===== config.mk =====
export PLATFORM = sky130hd
export DESIGN_NAME = sys_addr_decode
export DESIGN_NICKNAME = d
export VERILOG_FILES = /design/src/rtl/sad_pkg.sv /design/src/rtl/sad_overlay.sv /design/src/rtl/sad_region.sv /design/src/rtl/sad_zoneb.sv /design/src/rtl/sad_ctl_regs.sv /design/src/rtl/sys_addr_decode.sv
export SDC_FILE = /design/constraint.sdc
export NUM_CORES = 1
export LEC_CHECK = 0
export BUFFER_PORTS_ARGS = -buffer_cell sky130_fd_sc_hd__buf_2
export CORE_MARGIN = 4
export CORE_UTILIZATION = 29
export DETAILED_ROUTE_END_ITERATION = 16
export HOLD_SLACK_MARGIN = 0.1
export PLACE_DENSITY_LB_ADDON = 0.1
export SETUP_SLACK_MARGIN = 0.15
export SYNTH_ARGS = -nofsm -noshare
export SYNTH_HDL_FRONTEND = slang
export SYNTH_SLANG_ARGS = --single-unit

===== constraint.sdc =====
create_clock -name clk -period 2.03 [get_ports clk]
set_clock_uncertainty 0.1 [all_clocks]
set_input_delay 0.406 -clock clk [delete_from_list [all_inputs] [get_ports clk]]
set_output_delay 0.406 -clock clk [all_outputs]
set_load 0.01 [all_outputs]

===== src/rtl/sad_pkg.sv =====
package sad_pkg;
  localparam int ADDR_W = 24;
  localparam int DATA_W = 16;
  localparam int NREG   = 4;
  localparam int NZA    = 6;
  localparam int NSEL8  = 8;

  typedef enum logic [1:0] {
    SZ_BYTE = 2'd0,
    SZ_WORD = 2'd1,
    SZ_LONG = 2'd2
  } acc_size_e;

  // zone A register codes on address bits 19:16, index = zonea_sel bit
  localparam logic [3:0] ZA_CODES [NZA] = '{4'h0, 4'h1, 4'h2, 4'h3, 4'h4, 4'hC};

  localparam logic [2:0] CTL_SUBDEV  = 3'd4;
  localparam int         CTL_PIE_BIT = 1;
  localparam int         CTL_REL_BIT = 3;
endpackage


===== src/rtl/sad_overlay.sv =====
module sad_overlay
  import sad_pkg::*;
(
  input  logic              released,
  input  logic [ADDR_W-1:0] addr_in,
  output logic [ADDR_W-1:0] addr_out
);
  localparam logic [ADDR_W-1:0] FORCE_MASK = 1 << (ADDR_W - 1);

  always_comb begin
    addr_out = released ? addr_in : (addr_in | FORCE_MASK);
  end
endmodule


===== src/rtl/sad_region.sv =====
module sad_region
  import sad_pkg::*;
#(
  parameter int RAM_BYTES = 32'h0020_0000
) (
  input  logic              valid,
  input  logic [ADDR_W-1:0] eff,
  output logic [NREG-1:0]   region_sel,
  output logic [NZA-1:0]    zonea_sel,
  output logic              undecoded
);
  localparam logic [31:0] RAM_LIM = RAM_BYTES;

  logic in_rom, in_ram, in_za, in_zb, ram_fits;
  logic [31:0] eff_ext;

  always_comb begin
    eff_ext  = {{(32-ADDR_W){1'b0}}, eff};
    in_ram   = valid && (eff[ADDR_W-1:ADDR_W-2] == 2'b00);
    in_za    = valid && (eff[ADDR_W-1:ADDR_W-2] == 2'b01);
    in_rom   = valid && (eff[ADDR_W-1:ADDR_W-2] == 2'b10);
    in_zb    = valid && (eff[ADDR_W-1:ADDR_W-2] == 2'b11);
    ram_fits = eff_ext < RAM_LIM;
    region_sel = {in_zb, in_za, in_ram, in_rom};
  end

  for (genvar i = 0; i < NZA; i++) begin : g_za
    assign zonea_sel[i] = in_za && (eff[19:16] == ZA_CODES[i]);
  end

  assign undecoded = (in_ram && !ram_fits) || (in_za && (zonea_sel == '0));
endmodule


===== src/rtl/sad_zoneb.sv =====
module sad_zoneb
  import sad_pkg::*;
(
  input  logic              valid,
  input  logic [ADDR_W-1:0] eff,
  output logic [NSEL8-1:0]  slot_sel,
  output logic [NSEL8-1:0]  sub_sel,
  output logic [NSEL8-1:0]  ctl_sel
);
  logic slot_zone, dev_zone, ctl_zone;

  assign slot_zone = valid && (eff[23:21] == 3'b110);
  assign dev_zone  = valid && (eff[23:21] == 3'b111);
  assign ctl_zone  = dev_zone && (eff[18:16] == CTL_SUBDEV);

  for (genvar i = 0; i < NSEL8; i++) begin : g_sel
    assign slot_sel[i] = slot_zone && (eff[20:18] == 3'(i));
    assign sub_sel[i]  = dev_zone  && (eff[18:16] == 3'(i));
    assign ctl_sel[i]  = ctl_zone  && (eff[14:12] == 3'(i));
  end
endmodule


===== src/rtl/sad_ctl_regs.sv =====
module sad_ctl_regs
  import sad_pkg::*;
(
  input  logic              clk,
  input  logic              rst_n,
  input  logic              wr_stb,
  input  logic [1:0]        size,
  input  logic              addr_lsb,
  input  logic [DATA_W-1:0] wdata,
  input  logic [NSEL8-1:0]  ctl_sel,
  output logic              rel_q,
  output logic              pie_q
);
  logic is_byte, lane_ok, new_val;

  always_comb begin
    is_byte = (acc_size_e'(size) == SZ_BYTE);
    lane_ok = !is_byte || !addr_lsb;
    new_val = is_byte ? wdata[7] : wdata[DATA_W-1];
  end

  always_ff @(posedge clk or negedge rst_n) begin
    if (!rst_n) begin
      rel_q <= 1'b0;
      pie_q <= 1'b0;
    end else if (wr_stb && lane_ok) begin
      if (ctl_sel[CTL_REL_BIT]) rel_q <= new_val;
      if (ctl_sel[CTL_PIE_BIT]) pie_q <= new_val;
    end
  end
endmodule


===== src/rtl/sys_addr_decode.sv =====
module sys_addr_decode
  import sad_pkg::*;
#(
  parameter int RAM_BYTES = 32'h0020_0000
) (
  input  logic              clk,
  input  logic              rst_n,
  input  logic              acc_valid,
  input  logic              acc_write,
  input  logic [1:0]        acc_size,
  input  logic [ADDR_W-1:0] cpu_addr,
  input  logic [DATA_W-1:0] wr_data,
  output logic [ADDR_W-1:0] eff_addr,
  output logic [NREG-1:0]   region_sel,
  output logic [NZA-1:0]    zonea_sel,
  output logic [NSEL8-1:0]  slot_sel,
  output logic [NSEL8-1:0]  sub_sel,
  output logic [NSEL8-1:0]  ctl_sel,
  output logic              rd_ones,
  output logic              wr_drop,
  output logic              rom_map_rel,
  output logic              parity_ie
);
  logic undec;

  sad_overlay u_ovl (
    .released (rom_map_rel),
    .addr_in  (cpu_addr),
    .addr_out (eff_addr)
  );

  sad_region #(.RAM_BYTES(RAM_BYTES)) u_reg (
    .valid      (acc_valid),
    .eff        (eff_addr),
    .region_sel (region_sel),
    .zonea_sel  (zonea_sel),
    .undecoded  (undec)
  );

  sad_zoneb u_zb (
    .valid    (acc_valid),
    .eff      (eff_addr),
    .slot_sel (slot_sel),
    .sub_sel  (sub_sel),
    .ctl_sel  (ctl_sel)
  );

  sad_ctl_regs u_ctl (
    .clk      (clk),
    .rst_n    (rst_n),
    .wr_stb   (acc_valid && acc_write),
    .size     (acc_size),
    .addr_lsb (eff_addr[0]),
    .wdata    (wr_data),
    .ctl_sel  (ctl_sel),
    .rel_q    (rom_map_rel),
    .pie_q    (parity_ie)
  );

  assign rd_ones = acc_valid && !acc_write && (undec || (ctl_sel != '0));
  assign wr_drop = acc_valid &&  acc_write && (undec || region_sel[0]);
endmodule


# Yosys cells after proc, flatten, opt, wreduce, memory -nomap -nowiden

Index checks and enable logic that the tools add are counted.

Register bits after elaboration: 2
Input port bits: 46
Word-level logic and storage cells: 97

$lt $le $gt $ge: 1
Equality and inequality tests: 31
Muxes and demuxes: 2
Reduce and logical (&&, ||, !) cells: 61

Operators with widths:

| operator                                                      | count |
|---|---|
| logical AND 1 bit                                             | 43 |
| equality test 3 bit (second input constant)                   | 14 |
| less-than comparator 24 x 22 -> 1 bit (second input constant) | 1 |
| 2-to-1 mux 24 bit                                             | 1 |
| equality test 3 x 2 -> 1 bit (second input constant)          | 6 |
| equality test 3 x 1 -> 1 bit (second input constant)          | 3 |
| logical NOT 3 bit                                             | 3 |
| equality test 4 x 2 -> 1 bit (second input constant)          | 2 |
| nonzero test 8 bit                                            | 1 |
| logical NOT 6 bit                                             | 1 |
| equality test 2 bit (second input constant)                   | 2 |
| equality test 4 x 1 -> 1 bit (second input constant)          | 1 |
| equality test 4 x 3 -> 1 bit (second input constant)          | 1 |
| equality test 4 bit (second input constant)                   | 1 |
| logical NOT 1 bit                                             | 4 |
| logical NOT 2 bit                                             | 2 |
| logical NOT 4 bit                                             | 1 |
| logical OR 1 bit                                              | 4 |
| AND reduction 2 bit                                           | 2 |
| equality test 2 x 1 -> 1 bit (second input constant)          | 1 |
| 2-to-1 mux 1 bit                                              | 1 |

# Depth between registers and ports, before layout

Gate-level depths: netlist of the first run.

Depth after elaboration: 9
Depth in mapped cells: 5
Gate-level depth less buffers: 5

# Cells and area by module

Synthesis of the first run repeated with hierarchy kept, for this count alone.

Cells, all modules: 103
Area total of the unflattened synthesis: 740.7 um2

Modules (own cells, without submodules):

| module          | instances | cells an instance | area an instance (um2) |
|---|---|---|---|
| sad_zoneb       | 1         | 41                | 270.3 |
| sad_overlay     | 1         | 24                | 178.9 |
| sad_region      | 1         | 22                | 143.9 |
| sad_ctl_regs    | 1         | 9                 | 106.4 |
| sys_addr_decode | 1         | 7                 | 41.3 |

# Worst setup path before layout of the first run

Ideal clock, no wire load.

Path kind: register to output
Start point: register u_ctl.rel_q
End point: output port slot_sel[2]
Arrival: 1.440 ns
Required time: 1.524 ns
Path slack: 0.084 ns
Stages on the path, launching flop included: 4
Buffers on the path: 0
Cell sequence: dfrtp_1 -> nor2b_1 -> or4_1 -> nor3b_1

Cells in the longest elaborated chain, start to end: 4

Ends and longest elaborated chain:

| item                   | line                  | text |
|---|---|---|
| from (decl)            | sad_ctl_regs.sv:11    | `output logic rel_q,` |
| from (signal assigned) | sad_ctl_regs.sv:27    | `if (ctl_sel[CTL_REL_BIT]) rel_q <= new_val;` |
| 2-to-1 mux 24 bit      | sad_overlay.sv:11     | `addr_out = released ? addr_in : (addr_in \| FORCE_MASK);` |
| equality test 3 bit    | sad_zoneb.sv:12       | `assign slot_zone = valid && (eff[23:21] == 3'b110);` |
| logical AND 1 bit      | sad_zoneb.sv:12       |  |
| logical AND 1 bit      | sad_zoneb.sv:17       | `assign slot_sel[i] = slot_zone && (eff[20:18] == 3'(i));` |
| to (decl)              | sys_addr_decode.sv:16 | `output logic [NSEL8-1:0] slot_sel,` |

No other way between the ends.

# Worst setup path in the final report of the first run

Same ends and word-level chain as after synthesis.

==> results of run 1 <==
==> final timing paths <==
check	slack [ns]	startpoint	endpoint	cells after the start
worst max-delay path	-0.02	u_ctl.rel_q$_DFFE_PN0P_	slot_sel[2]	4
worst min-delay path	0.39	rst_n	u_ctl.rel_q$_DFFE_PN0P_	2
worst max register to register	0.10	u_ctl.rel_q$_DFFE_PN0P_	u_ctl.rel_q$_DFFE_PN0P_	7
worst min register to register	0.40	u_ctl.pie_q$_DFFE_PN0P_	u_ctl.pie_q$_DFFE_PN0P_	1
max in group asynchronous	1.34	rst_n	u_ctl.pie_q$_DFFE_PN0P_	2
min in group clk	0.40	u_ctl.pie_q$_DFFE_PN0P_	u_ctl.pie_q$_DFFE_PN0P_	1
==> layout by cell type, fill, tap and decap left out, types with 3 or more instances in the layout <==
| cell type | synthesis | layout |
|---|---|---|
| nor4b_2 | 1 | 3 |
| buf_2 | 0 | 66 |
| inv_1 | 4 | 3 |
| nor3b_2 | 0 | 4 |
| a21oi_1 | 4 | 3 |
| nand2_1 | 10 | 8 |
| nor2_1 | 16 | 15 |
| clkbuf_4 | 0 | 4 |
| buf_6 | 0 | 7 |
| buf_4 | 28 | 11 |
| nor3_2 | 0 | 8 |
==> cells by family after synthesis <==
family	Yosys count	synth area share
AOI/OAI and AO/OA	6	0.0464
buffers and inverters	35	0.337
DFF	2	0.0714
muxes	3	0.0482
and+or+nand+nor	58	0.496
==> state kept, by name, indices dropped and copies added, names as in the netlist <==
register,flops
u_ctl.rel_q,1
u_ctl.pie_q,1
==> area by class of cell <==
cell class                 count  area [um2]  share of cell area
clock buffer                   3        22.5              0.0183
inverter                       4        15.0              0.0122
multi-input combinational     67         597               0.486
sequential                     2        50.0              0.0407
tap                           28        35.0              0.0285
timing repair buffer          86         509               0.414
==> report_power, final <==
part / switching (uW) / internal [uW]
registers: 0.245 / 40.7
logic: 78.3 / 61.9
clock network: 19.5 / 65.0
==> metal layers <==
layer	part of all wire	vias to the layer above	track usage
li1	-	446	-
met1	0.41	403	0.162
met2	0.50	46	0.230
met3	0.094	0	0.0362
met4	0	0	0.0430
met5	0	-	0
==> timing repair <==
action | CTS | global route
endpoints found under the setup margin | 32 | 37
gates cloned | 0 | 0
hold buffers | 1 | 0
gates resized for setup | 23 | 16
pin swaps | 11 | 9
setup buffers | 5 | 1
hold endpoints to repair | 2 | 0
==> per-stage QoR <==
stage	instances	hold slack (ns)
final	190	0.392
after global routing	190	0.393
after CTS	189	0.390
after detailed placement	180	0.0935
after global placement	180	0.0916
after floorplan	104	0.0104
==> metrics.md, run 1 <==
| Metric | Value |
|---|---|
| Share of synthesized flip-flops with an asynchronous set or reset | 1.00 |
| Normalized max-slew margin | 0.825 |
| CP max FO | 4 |
| Setup slack of the critical path after layout | -0.0188 ns |
| Overall via count from detail_route | 895 |
| Actual slew at the worst max-slew pin | 0.263 ns |
| CP peak stage delay | 0.52 ns |
| Final net count | 210 |
| Sequential cell area fraction in the yosys report | 0.0714 |
| Failing checks | setup timing |
| Count of routing violations after the opening detailed-route iteration | 4 |
| Peak supply drop | 303 uV |
| Maximum number of pins on one net before global-route repair | 16 |
| Final Instance Area | 1230 um2 |
| Via count of the first global-routing pass | 770 |
| Post-layout min period | 2.05 ns |
| Clock insertion delay at the later pin of the skew report | 0.22 ns |
| P per Cell Area | 216 nW/um2 |
| Dominant cell by count in the synthesized netlist | buf_4 |
| Number of buffer and inverter stages on the critical path | 1 |
| Cell type with the highest aggregate area in the netlist | buf_4 |
| Area of the core | 2250 um2 |
| Count of cell types in the netlist | 24 |
| Post-placement setup slack | 0.00235 ns |
| Setup repair after global routing missed its margin | yes |
| First-pass GRT wire length | 3570 um |
| Synthesized instance count | 104 |
| DPL Wire Length | 1860 um |
| Clock slew at reported path FFs | 0.03 ns |
| Total Negative Setup Slacks | -0.0373 ns |
| Post-Synthesis Mean Instance Area | 6.74 um2 |
| WL per Instance | 12.5 um |
| Number of top-level pins | 108 |
| CP Data Arrival Time | 1.54 ns |
| Overall routing resource usage | 0.134 |
| Cell family with the largest share of critical-path delay | simple AND/OR/NAND/NOR gates |
| Critical path, cell by cell | nor2b_4, or4_4, nor3b_2, buf_2 |
| Clock H-tree levels | 1 |
| Die Width | 57.2 um |
| Routability congestion estimate | 0.790 |
| Initial Utilization | 0.311 |
| Status | finished, violations left |
| Total gr overflow | 0 |
| Post-layout power | 266 uW |
| DRC violations left | 0 |
| Floorplan die height | 57.2 um |
| Worst setup SP type | register |
| Finished Core Util | 0.545 |
| Clock Path Buffers | 2 |
| Part of the cycle the worst path needs | 1.01 |
| Router iterations before antenna repair | 2 |
| Net Count, Synth | 150 |
| Worst Path Class, Setup | register to output pin |
| Number of pins with negative max-slew slack in the final report | 0 |
| Number of enable flip-flop cells after synthesis | 0 |
| Fraction of final layout cells with drive strength greater than 1 | 0.747 |
| Inserted Clock Buffers | 3 |
| Proportion of netlist area held by the largest area contributor | 0.300 |
| Synthesized flop and latch total | 2 |
| Maximum clock rate | 488 MHz |
| Die ar. | 3270 um2 |
| Input/output buffers | 69 |
| Initial antenna violation count | 0 |
| Top_reg_cell synth | dfrtp_1 |
| Filler cells | 239 |
| FP Rows | 17 |
| Maxcap violations | 0 |
| Total routed wirelength | 2380 um |
| Ant diodes | 0 |
| Sink count of the clock tree | 2 |
| Type of the tightest min-delay check | input pin to asynchronous set/reset pin |
| Final ANT Viol Nets | 0 |
| Root buffer selected by CTS | clkbuf_4 |
| Layout overhead on the synthesized area | 75.4% |
| Slowest library cell on the worst path | or4_4 |
| Count of synthesis-stage warnings from yosys | 0 |
| CTS tree | done |
| Top post-synthesis cells by area | buf_4 30%, nor2_1 8.6%, dfrtp_1 7.1%, nor3_1 7.1%, nand2_1 5.4% |
| Vias per std cell | 4.71 |
| Most instantiated cells after synthesis | 28 x buf_4, 16 x nor2_1, 10 x nand2_1, 10 x nor3_1 |
| Cell area reported after detailed placement | 963 um2 |
| Required time of the worst setup path | 1.52 ns |
| P_leak | 0.000634 uW |
| Total of endpoints with negative setup slack in the final report | 2 |
| Netlist Area Pre-Place | 701 um2 |
| CP Capture Type | output pin |
| Number of hold-slack violations in the final timing report | 0 |
Note: power is estimated with default switching activity, not from simulation.
==> run 2: changes to the inputs <==
--- a/config.mk
+++ b/config.mk
@@ -12,6 +12,7 @@
 export HOLD_SLACK_MARGIN = 0.1
 export PLACE_DENSITY_LB_ADDON = 0.1
 export SETUP_SLACK_MARGIN = 0.15
+export SKIP_LAST_GASP = 1
 export SYNTH_ARGS = -nofsm -noshare
 export SYNTH_HDL_FRONTEND = slang
 export SYNTH_SLANG_ARGS = --single-unit
==> run 2 against run 1 <==
Net effect: the flow still finishes with violations (setup timing); die area unchanged; via count down 0.22%; power down 0.45%; critical path type unchanged; sequential power about the same; sequential share of layout area about the same; utilization up 0.33 points; non-clock buffer count up 2; clock-buffer cell count unchanged; setup slack about the same; fmax about the same; critical endpoint unchanged.
==> metrics.md, run 2 (same netlist as run 1, synthesis figures left out) <==
| Metric | Value |
|---|---|
| Sink count of the clock tree | 2 (unchanged) |
| Clock Path Buffers | 2 (unchanged) |
| Router iterations before antenna repair | 3 (was 2) |
| Inserted Clock Buffers | 3 (unchanged) |
| Clock slew at reported path FFs | 0.03 ns (about the same) |
| Peak supply drop | 303 uV (about the same) |
| Commonest cells after routing, fill and taps aside | 67 x buf_2, 15 x nor2_1, 11 x buf_4 (was 66 x buf_2, 15 x nor2_1, 11 x buf_4) |
| DPL Wire Length | 1860 um (unchanged) |
| Final ANT Viol Nets | 0 (unchanged) |
| First-pass GRT wire length | 3510 um (was 3570 um) |
| Launch instance of the worst register-to-register path | u_ctl.rel_q$_DFFE_PN0P_ (unchanged) |
| Root buffer selected by CTS | clkbuf_4 (unchanged) |
| Overall via count from detail_route | 893 (was 895) |
| Maxcap violations | 0 (unchanged) |
| Die ar. | 3270 um2 (unchanged) |
| FP Rows | 17 (unchanged) |
| Count of routing violations after the opening detailed-route iteration | 5 (was 4) |
| Layout overhead on the synthesized area | 76.4% (was 75.4%) |
| Normalized max-slew margin | 0.826 (was 0.825) |
| Input/output buffers | 69 (unchanged) |
| Largest registers ranked by flip-flop count | u_ctl.pie_q (1), u_ctl.rel_q (1) (unchanged) |
| Total Negative Setup Slacks | -0.0335 ns (was -0.0373 ns) |
| Reg2Reg Capture Point | u_ctl.rel_q$_DFFE_PN0P_ (unchanged) |
| Via count of the first global-routing pass | 759 (was 770) |
| Actual slew at the worst max-slew pin | 0.261 ns (was 0.263 ns) |
| Part of the cycle the worst path needs | 1.01 (about the same) |
| Clock H-tree levels | 1 (unchanged) |
| Setup slack of the critical path after layout | -0.0186 ns (was -0.0188 ns) |
| Floorplan die height | 57.2 um (unchanged) |
| Post-layout min period | 2.05 ns (about the same) |
| Initial antenna violation count | 0 (unchanged) |
| Count of cells along the worst register-to-register path | 7 (unchanged) |
| Failing checks | setup timing (unchanged) |
| Most frequent standard cell in the layout excluding fill and tap cells | buf_2 (unchanged) |
| CTS tree | done (unchanged) |
| Maximum number of pins on one net before global-route repair | 16 (unchanged) |
| Area of the core | 2250 um2 (unchanged) |
| Vias per std cell | 4.65 (was 4.71) |
| R2R setup slack | 0.10 ns (about the same) |
| CP Data Arrival Time | 1.54 ns (about the same) |
| CP max FO | 4 (unchanged) |
| P_leak | 0.000644 uW (was 0.000634 uW) |
| Total of endpoints with negative setup slack in the final report | 2 (unchanged) |
| Fraction of final layout cells with drive strength greater than 1 | 0.750 (was 0.747) |
| Setup repair after global routing missed its margin | yes (unchanged) |
| Filler cells | 244 (was 239) |
| P per Cell Area | 214 nW/um2 (was 216 nW/um2) |
| Worst setup SP type | register (unchanged) |
| Total routed wirelength | 2390 um (was 2380 um) |
| Ant diodes | 0 (unchanged) |
| Number of pins with negative max-slew slack in the final report | 0 (unchanged) |
| Critical path, cell by cell | nor2b_4, or4_4, nor3b_2, buf_2 (unchanged) |
| Final net count | 212 (was 210) |
| Initial Utilization | 0.311 (unchanged) |
| Slowest library cell on the worst path | or4_4 (unchanged) |
| Type of the tightest min-delay check | input pin to asynchronous set/reset pin (unchanged) |
| CP peak stage delay | 0.52 ns (about the same) |
| Maximum clock rate | 488 MHz (about the same) |
| Die Width | 57.2 um (unchanged) |
| Clock insertion delay at the later pin of the skew report | 0.22 ns (about the same) |
| Status | finished, violations left (unchanged) |
| Number of buffer and inverter stages on the critical path | 1 (unchanged) |
| Post-layout power | 264 uW (was 266 uW) |
| CP Capture Type | output pin (unchanged) |
| Number of hold-slack violations in the final timing report | 0 (unchanged) |
| Cell family with the largest share of critical-path delay | simple AND/OR/NAND/NOR gates (unchanged) |
| DRC violations left | 0 (unchanged) |
| WL per Instance | 12.4 um (was 12.5 um) |
| Routability congestion estimate | 0.790 (unchanged) |
| Required time of the worst setup path | 1.52 ns (about the same) |
| Overall routing resource usage | 0.131 (was 0.134) |
| Total gr overflow | 0 (unchanged) |
| Number of top-level pins | 108 (unchanged) |
| Worst Path Class, Setup | register to output pin (unchanged) |
==> run 2: through the flow <==
step           instances  hold slack [ns]  area (um2)  utilization  setup slack [ns]
2_1_floorplan        104           0.0104         729            -             0.153
3_3_place_gp         180           0.0916         963        0.427           0.00368
3_5_place_dp         180           0.0935         963        0.427           0.00235
4_1_cts              189            0.390        1110        0.492           -0.0597
5_1_grt              192            0.393        1240        0.548            -0.103
6_report             192            0.392        1240        0.548           -0.0186
==> run 2: what timing repair did <==
item	in CTS	in global routing
buffers inserted	5	3
gates resized for setup	18	21
endpoints found under the hold margin	2	0
cloned	0	0
pin swaps	9	11
setup endpoints to repair	32	37
hold buffers	1	0
==> run 2: layout make-up <==
cell class	instances	area [um2]	area share
Clock buffer	3	22.5	0.0182
Sequential cell	2	50.0	0.0405
Multi-Input combinational cell	67	584	0.473
Timing Repair Buffer	88	529	0.428
Inverter	4	15.0	0.0121
Tap cell	28	35.0	0.0283
==> run 2: where the power goes <==
| group | internal, uW | switching (uW) | leakage, uW |
|---|---|---|---|
| logic | 61.8 | 77.2 | 0.000602 |
| registers | 40.7 | 0.245 | 0.0000279 |
| clock network | 65.0 | 19.5 | 0.0000138 |
| total | 167 | 96.9 | 0.000644 |
==> run 2: layer usage <==
layer,share of wire,global-route usage
met3,0.095,0.0362
met1,0.41,0.155
met5,0,0
met4,0,0.0430
met2,0.50,0.228
==> run 2: worst max path at each step <==
| stage | startpoint | to | slack [ns] | cells past startpoint |
|---|---|---|---|---|
| 2_1_floorplan | u_ctl.rel_q$_DFFE_PN0P_ | slot_sel[2] | 0.15 | 3 |
| 3_3_place_gp | acc_valid | ctl_sel[2] | 0.004 | 6 |
| 3_5_place_dp | acc_valid | ctl_sel[2] | 0.002 | 6 |
| 4_1_cts | u_ctl.rel_q$_DFFE_PN0P_ | slot_sel[2] | -0.06 | 4 |
| 5_1_grt | u_ctl.rel_q$_DFFE_PN0P_ | zonea_sel[5] | -0.10 | 8 |
| 6_report | u_ctl.rel_q$_DFFE_PN0P_ | slot_sel[2] | -0.02 | 4 |
==> run 3: changes to the inputs <==
--- a/config.mk
+++ b/config.mk
@@ -6,9 +6,10 @@
 export NUM_CORES = 1
 export LEC_CHECK = 0
 export BUFFER_PORTS_ARGS = -buffer_cell sky130_fd_sc_hd__buf_2
-export CORE_MARGIN = 4
+export CORE_MARGIN = 2
 export CORE_UTILIZATION = 29
 export DETAILED_ROUTE_END_ITERATION = 16
+export GPL_TIMING_DRIVEN = 1
 export HOLD_SLACK_MARGIN = 0.1
 export PLACE_DENSITY_LB_ADDON = 0.1
 export SETUP_SLACK_MARGIN = 0.15
==> run 3 against run 2 <==
Net effect: the run still ends with setup timing left; utilization grew 1.7 points; first-iteration DRC count is 40% lower; design area up 3.0%.
==> metrics.md, run 3 (same netlist as run 1, synthesis figures left out) <==
| Metric | Value |
|---|---|
| Status | finished, violations left (unchanged) |
| Failing checks | setup timing (unchanged) |
| Final cell count without fillers | 196 (was 192) |
| Post-placement setup slack | 0.0187 ns (was 0.00235 ns) |
| Worst Path Class, Setup | register to output pin (unchanged) |
| Clock Path Buffers | 2 (unchanged) |
| Post-layout power | 267 uW (was 264 uW) |
| Floorplan die height | 53.2 um (was 57.2 um) |
| Input/output buffers | 69 (unchanged) |
| Setup slack of the critical path after layout | -0.0444 ns (was -0.0186 ns) |
| Part of the cycle the worst path needs | 1.02 (was 1.01) |
| Slowest library cell on the worst path | or4_4 (unchanged) |
| CP Capture Type | output pin (unchanged) |
| Total gr overflow | 0 (unchanged) |
| Number of hold-slack violations in the final timing report | 0 (unchanged) |
| P per Cell Area | 209 nW/um2 (was 214 nW/um2) |
| First-pass GRT wire length | 3090 um (was 3510 um) |
| Count of cells along the worst register-to-register path | 7 (unchanged) |
| Peak supply drop | 231 uV (was 303 uV) |
| Post-Route Hold Slack | 0.416 ns (was 0.392 ns) |
| Number of pins with negative max-slew slack in the final report | 0 (unchanged) |
| Ant diodes | 0 (unchanged) |
| Root buffer selected by CTS | clkbuf_4 (unchanged) |
| Maximum clock rate | 482 MHz (was 488 MHz) |
| Final Instance Area | 1270 um2 (was 1240 um2) |
| Count of routing violations after the opening detailed-route iteration | 3 (was 5) |
| Final net count | 216 (was 212) |
| CP Data Arrival Time | 1.57 ns (was 1.54 ns) |
| Overall via count from detail_route | 905 (was 893) |
| Number of top-level pins | 108 (unchanged) |
| Actual slew at the worst max-slew pin | 0.290 ns (was 0.261 ns) |
| Total instance count after detailed placement | 180 (unchanged) |
| Vias per std cell | 4.62 (was 4.65) |
| Reg2Reg Capture Point | u_ctl.rel_q$_DFFE_PN0P_ (unchanged) |
| Inserted Clock Buffers | 3 (unchanged) |
| Overall routing resource usage | 0.140 (was 0.131) |
| Layout overhead on the synthesized area | 81.8% (was 76.4%) |
| Maxcap violations | 0 (unchanged) |
| Clock slew at reported path FFs | 0.03 ns (about the same) |
| P_leak | 0.000682 uW (was 0.000644 uW) |
| Type of the tightest min-delay check | input pin to asynchronous set/reset pin (unchanged) |
| Commonest cells after routing, fill and taps aside | 69 x buf_2, 15 x buf_4, 13 x nor2_1 (was 67 x buf_2, 15 x nor2_1, 11 x buf_4) |
| DPL Wire Length | 1630 um (was 1860 um) |
| Worst Setup SP | u_ctl.rel_q$_DFFE_PN0P_ (unchanged) |
| Most frequent standard cell in the layout excluding fill and tap cells | buf_2 (unchanged) |
| FP Rows | 17 (unchanged) |
| Worst setup SP type | register (unchanged) |
| Total of endpoints with negative setup slack in the final report | 6 (was 2) |
| Largest registers ranked by flip-flop count | u_ctl.pie_q (1), u_ctl.rel_q (1) (unchanged) |
| Maximum number of pins on one net before global-route repair | 16 (unchanged) |
| Number of buffer and inverter stages on the critical path | 1 (unchanged) |
| Initial antenna violation count | 0 (unchanged) |
| Sink count of the clock tree | 2 (unchanged) |
| Cell family with the largest share of critical-path delay | simple AND/OR/NAND/NOR gates (unchanged) |
| Launch instance of the worst register-to-register path | u_ctl.rel_q$_DFFE_PN0P_ (unchanged) |
| Fraction of final layout cells with drive strength greater than 1 | 0.780 (was 0.750) |
| Cell area reported after detailed placement | 963 um2 (unchanged) |
| Final ANT Viol Nets | 0 (unchanged) |
| CP peak stage delay | 0.51 ns (was 0.52 ns) |
| Die Width | 53.2 um (was 57.2 um) |
| Die ar. | 2830 um2 (was 3270 um2) |
| Initial Utilization | 0.311 (unchanged) |
| Required time of the worst setup path | 1.52 ns (about the same) |
| Normalized max-slew margin | 0.807 (was 0.826) |
| Total routed wirelength | 2240 um (was 2390 um) |
| Clock insertion delay at the later pin of the skew report | 0.22 ns (about the same) |
| Routability congestion estimate | 0.708 (was 0.790) |
| Clock H-tree levels | 1 (unchanged) |
| DRC violations left | 0 (unchanged) |
| Router iterations before antenna repair | 4 (was 3) |
| Via count of the first global-routing pass | 766 (was 759) |
| Post-layout min period | 2.07 ns (was 2.05 ns) |
| WL per Instance | 11.4 um (was 12.4 um) |
| CTS tree | done (unchanged) |
| Area of the core | 2250 um2 (unchanged) |
| CP max FO | 4 (unchanged) |
| Setup repair after global routing missed its margin | yes (unchanged) |
| Critical path, cell by cell | nor2b_4, or4_4, nor3b_2, buf_2 (unchanged) |
| R2R setup slack | 0.05 ns (was 0.10 ns) |
## run 3: power by group
part	total, uW	switching (uW)	leakage (uW)	internal, uW
registers	41.0	0.285	0.0000279	40.7
clock network	84.0	19.1	0.0000138	64.9
logic	142	78.1	0.000640	63.5
total	267	97.5	0.000682	169
## run 3: per-stage QoR
stage	TNS [ns]	utilization
after floorplan	0	-
after global placement	-0.00108	0.427
after detailed placement	0	0.427
after CTS	-0.311	0.504
after global routing	-1.59	0.565
final	-0.168	0.565
## run 3: how the worst max path moves through the flow
stage,endpoint,cells past startpoint
2_1_floorplan,slot_sel[2],3
3_3_place_gp,ctl_sel[2],6
3_5_place_dp,ctl_sel[2],6
4_1_cts,slot_sel[2],4
5_1_grt,slot_sel[2],4
6_report,slot_sel[2],4
## run 3: repair_timing
action | in CTS | in global routing
pin swaps | 6 | 12
buffers inserted | 9 | 3
endpoints found under the hold margin | 2 | 0
resized for setup | 18 | 24
endpoints found under the setup margin | 32 | 35
cloned | 0 | 0
hold buffers | 1 | 0
## run 3: area by class of cell
cell class                      instances  area, um2
Fill cell                             235        981
Multi-Input combinational cell         67        604
Clock buffer                            3       22.5
Timing Repair Buffer                   92        547
Inverter                                4       15.0
Tap cell                               28       35.0
Sequential cell                         2       50.0
## run 3: metal layers
metal / GRT usage / vias to the layer above / share of wire
li1: - / 455 / -
met4: 0.0342 / 0 / 0.0018
met3: 0.00847 / 2 / 0.069
met2: 0.244 / 40 / 0.51
met5: 0 / - / 0
met1: 0.187 / 408 / 0.42
